--- src/rtl/lms_pkg.sv ---
package lms_pkg;
  typedef enum logic [1:0] {
    OP_CLEAN = 2'd0,
    OP_FLUSH = 2'd1,
    OP_INVAL = 2'd2
  } maint_op_e;

  typedef enum logic [1:0] {
    ST_IDLE,
    ST_CHECK,
    ST_ISSUE,
    ST_DONE
  } seq_state_e;
endpackage

--- src/rtl/lms_line_math.sv ---
module lms_line_math
  import lms_pkg::*;
#(
  parameter int AW     = 32,
  parameter int LINE_W = 6,
  parameter int PAGE_W = 12
) (
  input  logic [AW-1:0] cur,
  input  logic [AW-1:0] bound,
  input  logic [1:0]    op,
  output logic [AW-1:0] line_addr,
  output logic [AW-1:0] x_clamp,
  output logic          last_line,
  output logic          page_cross,
  output logic [1:0]    line_op
);
  localparam int LN = AW - LINE_W;

  logic [AW:0] next_ext;
  logic        partial;

  assign line_addr  = {cur[AW-1:LINE_W], {LINE_W{1'b0}}};
  assign next_ext   = {({1'b0, cur[AW-1:LINE_W]} + (LN+1)'(1)), {LINE_W{1'b0}}};
  assign last_line  = next_ext >= {1'b0, bound};
  assign x_clamp    = last_line ? bound : next_ext[AW-1:0];
  assign page_cross = (next_ext[PAGE_W-1:0] == '0);
  assign partial    = (|cur[LINE_W-1:0]) || (next_ext > {1'b0, bound});
  assign line_op    = (op == OP_INVAL && partial) ? OP_FLUSH : op;
endmodule

--- src/rtl/lms_budget.sv ---
module lms_budget #(
  parameter int BUDGET = 8
) (
  input  logic clk,
  input  logic rst_n,
  input  logic clr,
  input  logic inc,
  output logic last
);
  localparam int CW = $clog2(BUDGET + 1);

  logic [CW-1:0] cnt_q, cnt_d;

  always_comb begin
    cnt_d = cnt_q;
    if (clr)      cnt_d = '0;
    else if (inc) cnt_d = cnt_q + CW'(1);
  end

  always_ff @(posedge clk or negedge rst_n) begin
    if (!rst_n)          cnt_q <= '0;
    else if (clr || inc) cnt_q <= cnt_d;
  end

  assign last = (cnt_q == CW'(BUDGET - 1));
endmodule

--- src/rtl/lms_resume.sv ---
module lms_resume #(
  parameter int AW    = 32,
  parameter bit TRACK = 1'b0
) (
  input  logic          clk,
  input  logic          rst_n,
  input  logic [AW-1:0] a_in,
  input  logic [AW-1:0] b_in,
  input  logic [1:0]    op_in,
  input  logic          save,
  input  logic          drop,
  input  logic [AW-1:0] save_a,
  input  logic [AW-1:0] save_b,
  input  logic [1:0]    save_op,
  input  logic [AW-1:0] save_cur,
  output logic          hit,
  output logic [AW-1:0] resume_cur
);
  generate
    if (TRACK) begin : g_track
      logic          vld_q;
      logic [AW-1:0] ta_q, tb_q, tc_q;
      logic [1:0]    to_q;

      always_ff @(posedge clk or negedge rst_n) begin
        if (!rst_n)     vld_q <= 1'b0;
        else if (save)  vld_q <= 1'b1;
        else if (drop)  vld_q <= 1'b0;
      end

      always_ff @(posedge clk or negedge rst_n) begin
        if (!rst_n) begin
          ta_q <= '0; tb_q <= '0; tc_q <= '0; to_q <= '0;
        end else if (save) begin
          ta_q <= save_a; tb_q <= save_b; tc_q <= save_cur; to_q <= save_op;
        end
      end

      assign hit        = vld_q && a_in == ta_q && b_in == tb_q && op_in == to_q;
      assign resume_cur = tc_q;
    end else begin : g_plain
      logic unused_in;
      assign unused_in  = ^{clk, rst_n, a_in, b_in, op_in, save, drop,
                            save_a, save_b, save_op, save_cur};
      assign hit        = 1'b0;
      assign resume_cur = '0;
    end
  endgenerate
endmodule

--- src/rtl/lms_range_seq.sv ---
module lms_range_seq
  import lms_pkg::*;
#(
  parameter int AW             = 32,
  parameter int LINE_W         = 6,
  parameter int PAGE_W         = 12,
  parameter int BUDGET         = 8,
  parameter bit COHERENT       = 1'b0,
  parameter bit TRACK_INTERNAL = 1'b0
) (
  input  logic                 clk,
  input  logic                 rst_n,
  input  logic                 start,
  input  logic [1:0]           op,
  input  logic [AW-1:0]        addr_a,
  input  logic [AW-1:0]        addr_b,
  output logic                 busy,
  output logic                 done,
  output logic [AW-1:0]        result_x,
  output logic                 fault,
  output logic                 cmd_valid,
  input  logic                 cmd_ready,
  output logic [1:0]           cmd_op,
  output logic [AW-1:0]        cmd_addr,
  output logic                 chk_req,
  input  logic                 chk_ack,
  input  logic                 chk_fault,
  output logic [AW-PAGE_W-1:0] chk_page
);
  seq_state_e    state_q, state_d;
  logic [AW-1:0] cur_q, cur_d, a_q, a_d, b_q, b_d, x_q, x_d;
  logic [1:0]    op_q, op_d;
  logic          flt_q, flt_d;
  logic          cnt_clr, cnt_inc, budget_last;
  logic          save, drop, hit;
  logic [AW-1:0] resume_cur, x_clamp;
  logic          last_line, page_cross;

  lms_line_math #(.AW(AW), .LINE_W(LINE_W), .PAGE_W(PAGE_W)) u_math (
    .cur(cur_q), .bound(b_q), .op(op_q), .line_addr(cmd_addr),
    .x_clamp(x_clamp), .last_line(last_line), .page_cross(page_cross),
    .line_op(cmd_op)
  );

  lms_budget #(.BUDGET(BUDGET)) u_budget (
    .clk(clk), .rst_n(rst_n), .clr(cnt_clr), .inc(cnt_inc), .last(budget_last)
  );

  lms_resume #(.AW(AW), .TRACK(TRACK_INTERNAL)) u_resume (
    .clk(clk), .rst_n(rst_n), .a_in(addr_a), .b_in(addr_b), .op_in(op),
    .save(save), .drop(drop), .save_a(a_q), .save_b(b_q), .save_op(op_q),
    .save_cur(x_clamp), .hit(hit), .resume_cur(resume_cur)
  );

  always_comb begin
    state_d = state_q;
    cur_d   = cur_q;
    a_d     = a_q;
    b_d     = b_q;
    op_d    = op_q;
    x_d     = x_q;
    flt_d   = flt_q;
    cnt_clr = 1'b0;
    cnt_inc = 1'b0;
    save    = 1'b0;
    drop    = 1'b0;
    unique case (state_q)
      ST_IDLE: if (start) begin
        a_d     = addr_a;
        b_d     = addr_b;
        op_d    = op;
        flt_d   = 1'b0;
        cnt_clr = 1'b1;
        cur_d   = hit ? resume_cur : addr_a;
        if (COHERENT || addr_b <= addr_a) begin
          x_d     = addr_b;
          drop    = 1'b1;
          state_d = ST_DONE;
        end else begin
          state_d = ST_CHECK;
        end
      end
      ST_CHECK: if (chk_ack) begin
        if (chk_fault) begin
          flt_d   = 1'b1;
          x_d     = cur_q;
          drop    = 1'b1;
          state_d = ST_DONE;
        end else begin
          state_d = ST_ISSUE;
        end
      end
      ST_ISSUE: if (cmd_ready) begin
        cnt_inc = 1'b1;
        cur_d   = x_clamp;
        if (last_line) begin
          x_d     = b_q;
          drop    = 1'b1;
          state_d = ST_DONE;
        end else if (budget_last) begin
          save    = 1'b1;
          x_d     = TRACK_INTERNAL ? a_q : x_clamp;
          state_d = ST_DONE;
        end else if (page_cross) begin
          state_d = ST_CHECK;
        end
      end
      default: state_d = ST_IDLE;
    endcase
  end

  always_ff @(posedge clk or negedge rst_n) begin
    if (!rst_n) begin
      state_q <= ST_IDLE;
      cur_q   <= '0;
      a_q     <= '0;
      b_q     <= '0;
      op_q    <= '0;
      x_q     <= '0;
      flt_q   <= 1'b0;
    end else begin
      state_q <= state_d;
      cur_q   <= cur_d;
      a_q     <= a_d;
      b_q     <= b_d;
      op_q    <= op_d;
      x_q     <= x_d;
      flt_q   <= flt_d;
    end
  end

  assign busy      = (state_q != ST_IDLE);
  assign done      = (state_q == ST_DONE);
  assign cmd_valid = (state_q == ST_ISSUE);
  assign chk_req   = (state_q == ST_CHECK);
  assign chk_page  = cur_q[AW-1:PAGE_W];
  assign result_x  = x_q;
  assign fault     = flt_q;
endmodule

--- config.mk ---
export PLATFORM = sky130hd
export DESIGN_NAME = lms_range_seq
export DESIGN_NICKNAME = d
export VERILOG_FILES = /design/src/rtl/lms_pkg.sv /design/src/rtl/lms_line_math.sv /design/src/rtl/lms_budget.sv /design/src/rtl/lms_resume.sv /design/src/rtl/lms_range_seq.sv
export SDC_FILE = /design/constraint.sdc
export NUM_CORES = 1
export LEC_CHECK = 0
export ABC_CLOCK_PERIOD_IN_PS = 6700
export BUFFER_PORTS_ARGS = -buffer_cell sky130_fd_sc_hd__buf_2
export CORE_AREA = 2 2 119 121
export CTS_CLUSTER_SIZE = 25
export DETAILED_ROUTE_END_ITERATION = 12
export DIE_AREA = 0 0 121 123
export GPL_ROUTABILITY_DRIVEN = 0
export PLACE_DENSITY = 0.94
export SLEW_MARGIN = 20
export SYNTH_ARGS = -nofsm -noshare
export SYNTH_HDL_FRONTEND = slang
export SYNTH_SLANG_ARGS = --single-unit
--- constraint.sdc ---
create_clock -name clk -period 6.7 [get_ports clk]
set_clock_uncertainty 0.2 [all_clocks]
set_input_delay 0.67 -clock clk [delete_from_list [all_inputs] [get_ports clk]]
set_output_delay 0.67 -clock clk [all_outputs]
set_load 0.02 [all_outputs]
Word level (Yosys, flattened, before mapping)
Index checks and enable logic that the tools add are counted.

operators by class
  mux-type cells = 32
  reduce and logical (&&, ||, !) cells = 17
  order comparisons = 3
  eq/ne operators = 12
  add/subtract/negate cells = 2

operators by type and width
  operator                                                               number
  32-bit 2-to-1 mux                                                      10
  32-bit one-hot mux with 3 select lines                                 1
  32-bit one-hot mux with 2 select lines                                 1
  33-bit by 32-bit greater-or-equal comparator with 1-bit output         1
  33-bit by 32-bit greater-than comparator with 1-bit output             1
  32-bit less-or-equal comparator                                        1
  26-bit by 1-bit adder with 27-bit output, second input constant        1
  2-bit 2-to-1 mux                                                       8
  12-bit zero test                                                       1
  1-bit 2-to-1 mux                                                       8
  4-bit 2-to-1 mux                                                       2
  4-bit AND reduction                                                    2
  2-bit nonzero test                                                     4
  7-bit AND reduction                                                    1
  2-bit equality test, second input constant                             3
  2-bit by 1-bit != test with 1-bit output, second input constant        3
  2-bit one-hot mux with 3 select lines                                  1
  6-bit OR reduction                                                     1
  4-bit by 1-bit adder with 4-bit output, second input constant          1
  4-bit by 3-bit equality test with 1-bit output, second input constant  1
  2-bit != test, second input constant                                   2
  4-bit by 1-bit != test with 1-bit output, second input constant        1
  2-bit AND reduction                                                    2
  3-bit by 1-bit != test with 1-bit output, second input constant        1
  7 further kinds                                                        8

word-level totals
  register bits after elaboration = 105
  bits of input ports = 72
  logic and storage cells = 73

Logic depth before layout (Yosys ltp)
  depth after elaboration = 7
  depth in mapped cells = 15

By module
Synthesis repeated with hierarchy kept, for this count alone.

unflattened totals
  cell total of the unflattened synthesis = 1072
  area total of the unflattened synthesis = 9987.1 um^2

by module, submodules not included
  module         times used  area each (um^2)  cells each
  lms_range_seq  1           7698.6            776
  lms_line_math  1           1836.8            244
  lms_resume     1           251.5             34
  lms_budget     1           200.2             18

Least setup slack after synthesis
No wires, ideal clock.

  kind = register to output
  start point = register cur_q[6]
  end point = output port cmd_op[1]
  path buffers = 1
  cell stages (with the launch flop) = 14
  setup slack = 2.278 ns
  arrival = 3.552 ns
  cells stage by stage = dfrtp_1 > ha_1 > nand3_2 > or3_4 > nor4_1 > xor2_1 > ha_1 > nand3_1 > or3_1 > a21oi_1 > clkbuf_1 > nor2_1 > o21ai_0 > a21boi_0

between the ends
  cells in the longest elaborated chain, start to end = 5

ends and longest elaborated chain
  item                                                        RTL line              RTL
  from (decl)                                                 lms_range_seq.sv:31   logic [AW-1:0] cur_q, cur_d, a_q, a_d, b_q, b_d, x_q, x_d;
  from (signal assigned)                                      lms_range_seq.sv:123  cur_q <= cur_d;
  26-bit by 1-bit adder with 27-bit output                    lms_line_math.sv:23   assign next_ext = {({1'b0, cur[AW-1:LINE_W]} + (LN+1)'(1)), {LINE_W{1'b0}}};
  33-bit by 32-bit greater-than comparator with 1-bit output  lms_line_math.sv:27   assign partial = (|cur[LINE_W-1:0]) || (next_ext > {1'b0, bound});
  1-bit logical OR                                            lms_line_math.sv:27
  1-bit logical AND                                           lms_line_math.sv:28   assign line_op = (op == OP_INVAL && partial) ? OP_FLUSH : op;
  2-bit 2-to-1 mux                                            lms_line_math.sv:28
  to (decl)                                                   lms_range_seq.sv:23   output logic [1:0] cmd_op,

No other way between the ends.

Worst setup path in the final report
  start point = register cur_q[6]
  end point = output port cmd_op[0]

Same word-level chain as after synthesis.

==> impl_metrics.yaml <==
floorplanning:
  start_util_pct: 58.30
  io_pins: 163
  die_h_um: 123
  rows: 43
  die_x_um: 121
  dieArea_mm2: 0.01488
  fp.coreArea_mm2: 0.01361
worst_setup_path:
  startpoint_type: "flop"
  reg2reg_slack_ns: 1.50
  crit_type: "flop to output port"
  required_ns: 5.83
  crit_slowest_cell: "nor3_1"
  cp-end-kind: "output port"
  crit_family: "simple AND/OR/NAND/NOR gates"
  cpPeakStageDelay_ns: 0.66
  arrival_ns: 4.56
  worstPathCellList: "ha_1, nand3_2, nor3_1, nand2_1, xnor2_1, ha_1, nand4_1, nor3_1, a211oi_1, a21oi_4, buf_4, nor2_1, o21ai_0, a21o_1, buf_2"
  cp_max_fo: 53
  cp.buffers_inverters: 2
detailed_routing:
  highest_layer: "met4"
  viasPerCell: 6.341
  num_vias: 7692
  ant_nets: 0
  routed-wl-met3_mm: 2.211
  firstDrtPassIters: 7
  met1_length_mm: 8.867
  wl_per_cell_um: 18.58
  wl_met2_mm: 10.69
  drtIter0Drc: 914
  drc_errors: 0
  wirelength_mm: 22.53
cts:
  htree_levels: 3
  clock_latency_ns: 0.36
  postCtsResizedCells: 0
  cts_tree: "yes"
  cts_hold_buf: 0
  cts_num_sinks: 105
  cts-root-buf: "clkbuf_16"
  cts_setup_buffers: 0
  cts.clk_slew.worst_paths_ns: 0.07
  cts_buffers: 9
  cts.path.max_buffers: 2
synth:
  syn_inst: 953
  syn_area_per_cell_um2: 8.328
  ys_warn_count: 0
  yosysTopAreaCell: "dfrtp_1"
  synth_edf_count: 0
  synthFlopType: "dfrtp_1"
  async_flop_share_pct: 100.0
  syn-cell-area_mm2: 0.007936
  synth_area_leaders: "dfrtp_1, ha_1, mux2_2, a31oi_1, o31ai_1"
  synth_top_area_share_pct: 33.11
  synth_most_common_cell: "dfrtp_1"
  ys_types: 50
  synth_commonest_cells: "dfrtp_1, nor2_1, nand2_1"
  ys_ff_latch: 105
  ys_seq_area_share_pct: 33.11
timing:
  hold_viol_final: 0
  tns_ns: 0
  setup_viol: 0
  slew_headroom_pct: 27.12
  max_freq_mhz: 184.2
  min_period_ns: 5.428
  worstMarginPinSlew_ns: 1.093
  rsz0062_at_grt: "false"
  finalCritPeriodShare_pct: 81.01
  finalMaxSlewViolations: 0
global_routing:
  grt_antenna_before_repair: 0
  first_global_vias: 7215
  grt_max_degree: 89
  grt.total_usage_pct: 30.51
  grt_pass1_wl_mm: 35.96
  grt-ovfl-total: 0
worst_hold_path:
  worst_hold_path_type: "primary input to asynchronous set/reset pin"
finish:
  drive_gt1_share_pct: 22.65
  n_antenna_cell: 0
  final_cell_count_no_fill: 1213
  synthToLayoutAreaGrowth_pct: 10.88
  design_area_mm2: 0.008800
  final_nets: 1165
place:
  placed_area_mm2: 0.008456
  place_inst: 1197
  place_hpwl_mm: 15.85
  io_buffer_count: 156
pwr:
  max-vdd-ir-drop_uv: 615.0
  leakage_uw: 0.004217
  powerDensity_mw_per_mm2: 606.2
job:
  drv_cap: 0
status:
  status: "complete, no violations"
state kept, by name, summed over array words and instances (netlist names):
register	flops
b_q	32
cur_q	32
result_x	32
u_budget.cnt_q	4
op_q	2
state_q	2
fault	1
report_power, final:
group          internal, uW  switching [uW]  leakage, uW
combinational          1200            2220      0.00280
clock                   373             239     0.000172
sequential              971             325      0.00125
stage by stage:
stage	util, %	power (uW)	hold slack (ns)	setup slack, ns
final	64.65	5334	0.1212	1.272
after global routing	64.65	5730	0.1658	0.8842
after CTS	64.65	5258	0.1414	1.309
after detailed placement	62.12	4608	0.2879	1.681
after global placement	62.12	4463	0.2812	1.877
after floorplan	-	3876	0.1744	2.278
worst paths after layout:
path                              start      endpoint  cells after the start
max in group asynchronous         rst_n   result_x[4]                      2
min                               rst_n       op_q[1]                      1
max                            cur_q[6]     cmd_op[0]                     15
min in group clk           result_x[14]  result_x[14]                      2
min reg2reg                result_x[14]  result_x[14]                      2
max reg2reg                    cur_q[6]  result_x[19]                     14
cell usage in the layout (no fill, tap or decap), drive strengths merged, types with 15 or more instances in the layout:
master,count
o21ai,42
xor2,16
nand2,82
ha,65
a31oi,65
or3,24
a21oi,51
nand4,15
nand3,22
mux2,41
buf,167
dfrtp,105
nor2,101
inv,75
o31ai,53
logic make-up (layout without fill, tap and decap cells):
| kind of cell | count (synthesis) | count (layout) | share of synthesized area (%) |
|---|---|---|---|
| simple gates | 286 | 286 | 16.95 |
| mux | 43 | 43 | 6.070 |
| flops | 105 | 105 | 33.11 |
| xor+xnor | 27 | 27 | 2.980 |
| fa+ha+maj | 65 | 65 | 10.25 |
| compound gates | 243 | 243 | 19.19 |
| other cells | 1 | 6 | 0.04725 |
| buf+inv | 183 | 258 | 11.41 |
routing by layer:
metal / vias to the layer above / track usage [%]
met4: 0 / 14.32
li1: 3488 / -
met3: 75 / 4.290
met1: 3630 / 40.19
met5: - / 0
met2: 499 / 49.86
layout make-up:
cell class	instances	area, um2
inverter	75	281.5
timing repair buffer	167	865.8
tap	180	225.2
multi-input combinational	670	4456
clock inverter	6	105.1
clock buffer	10	239.0
sequential	105	2628
fill	1083	4812
Power figures use the tool's default switching activity.
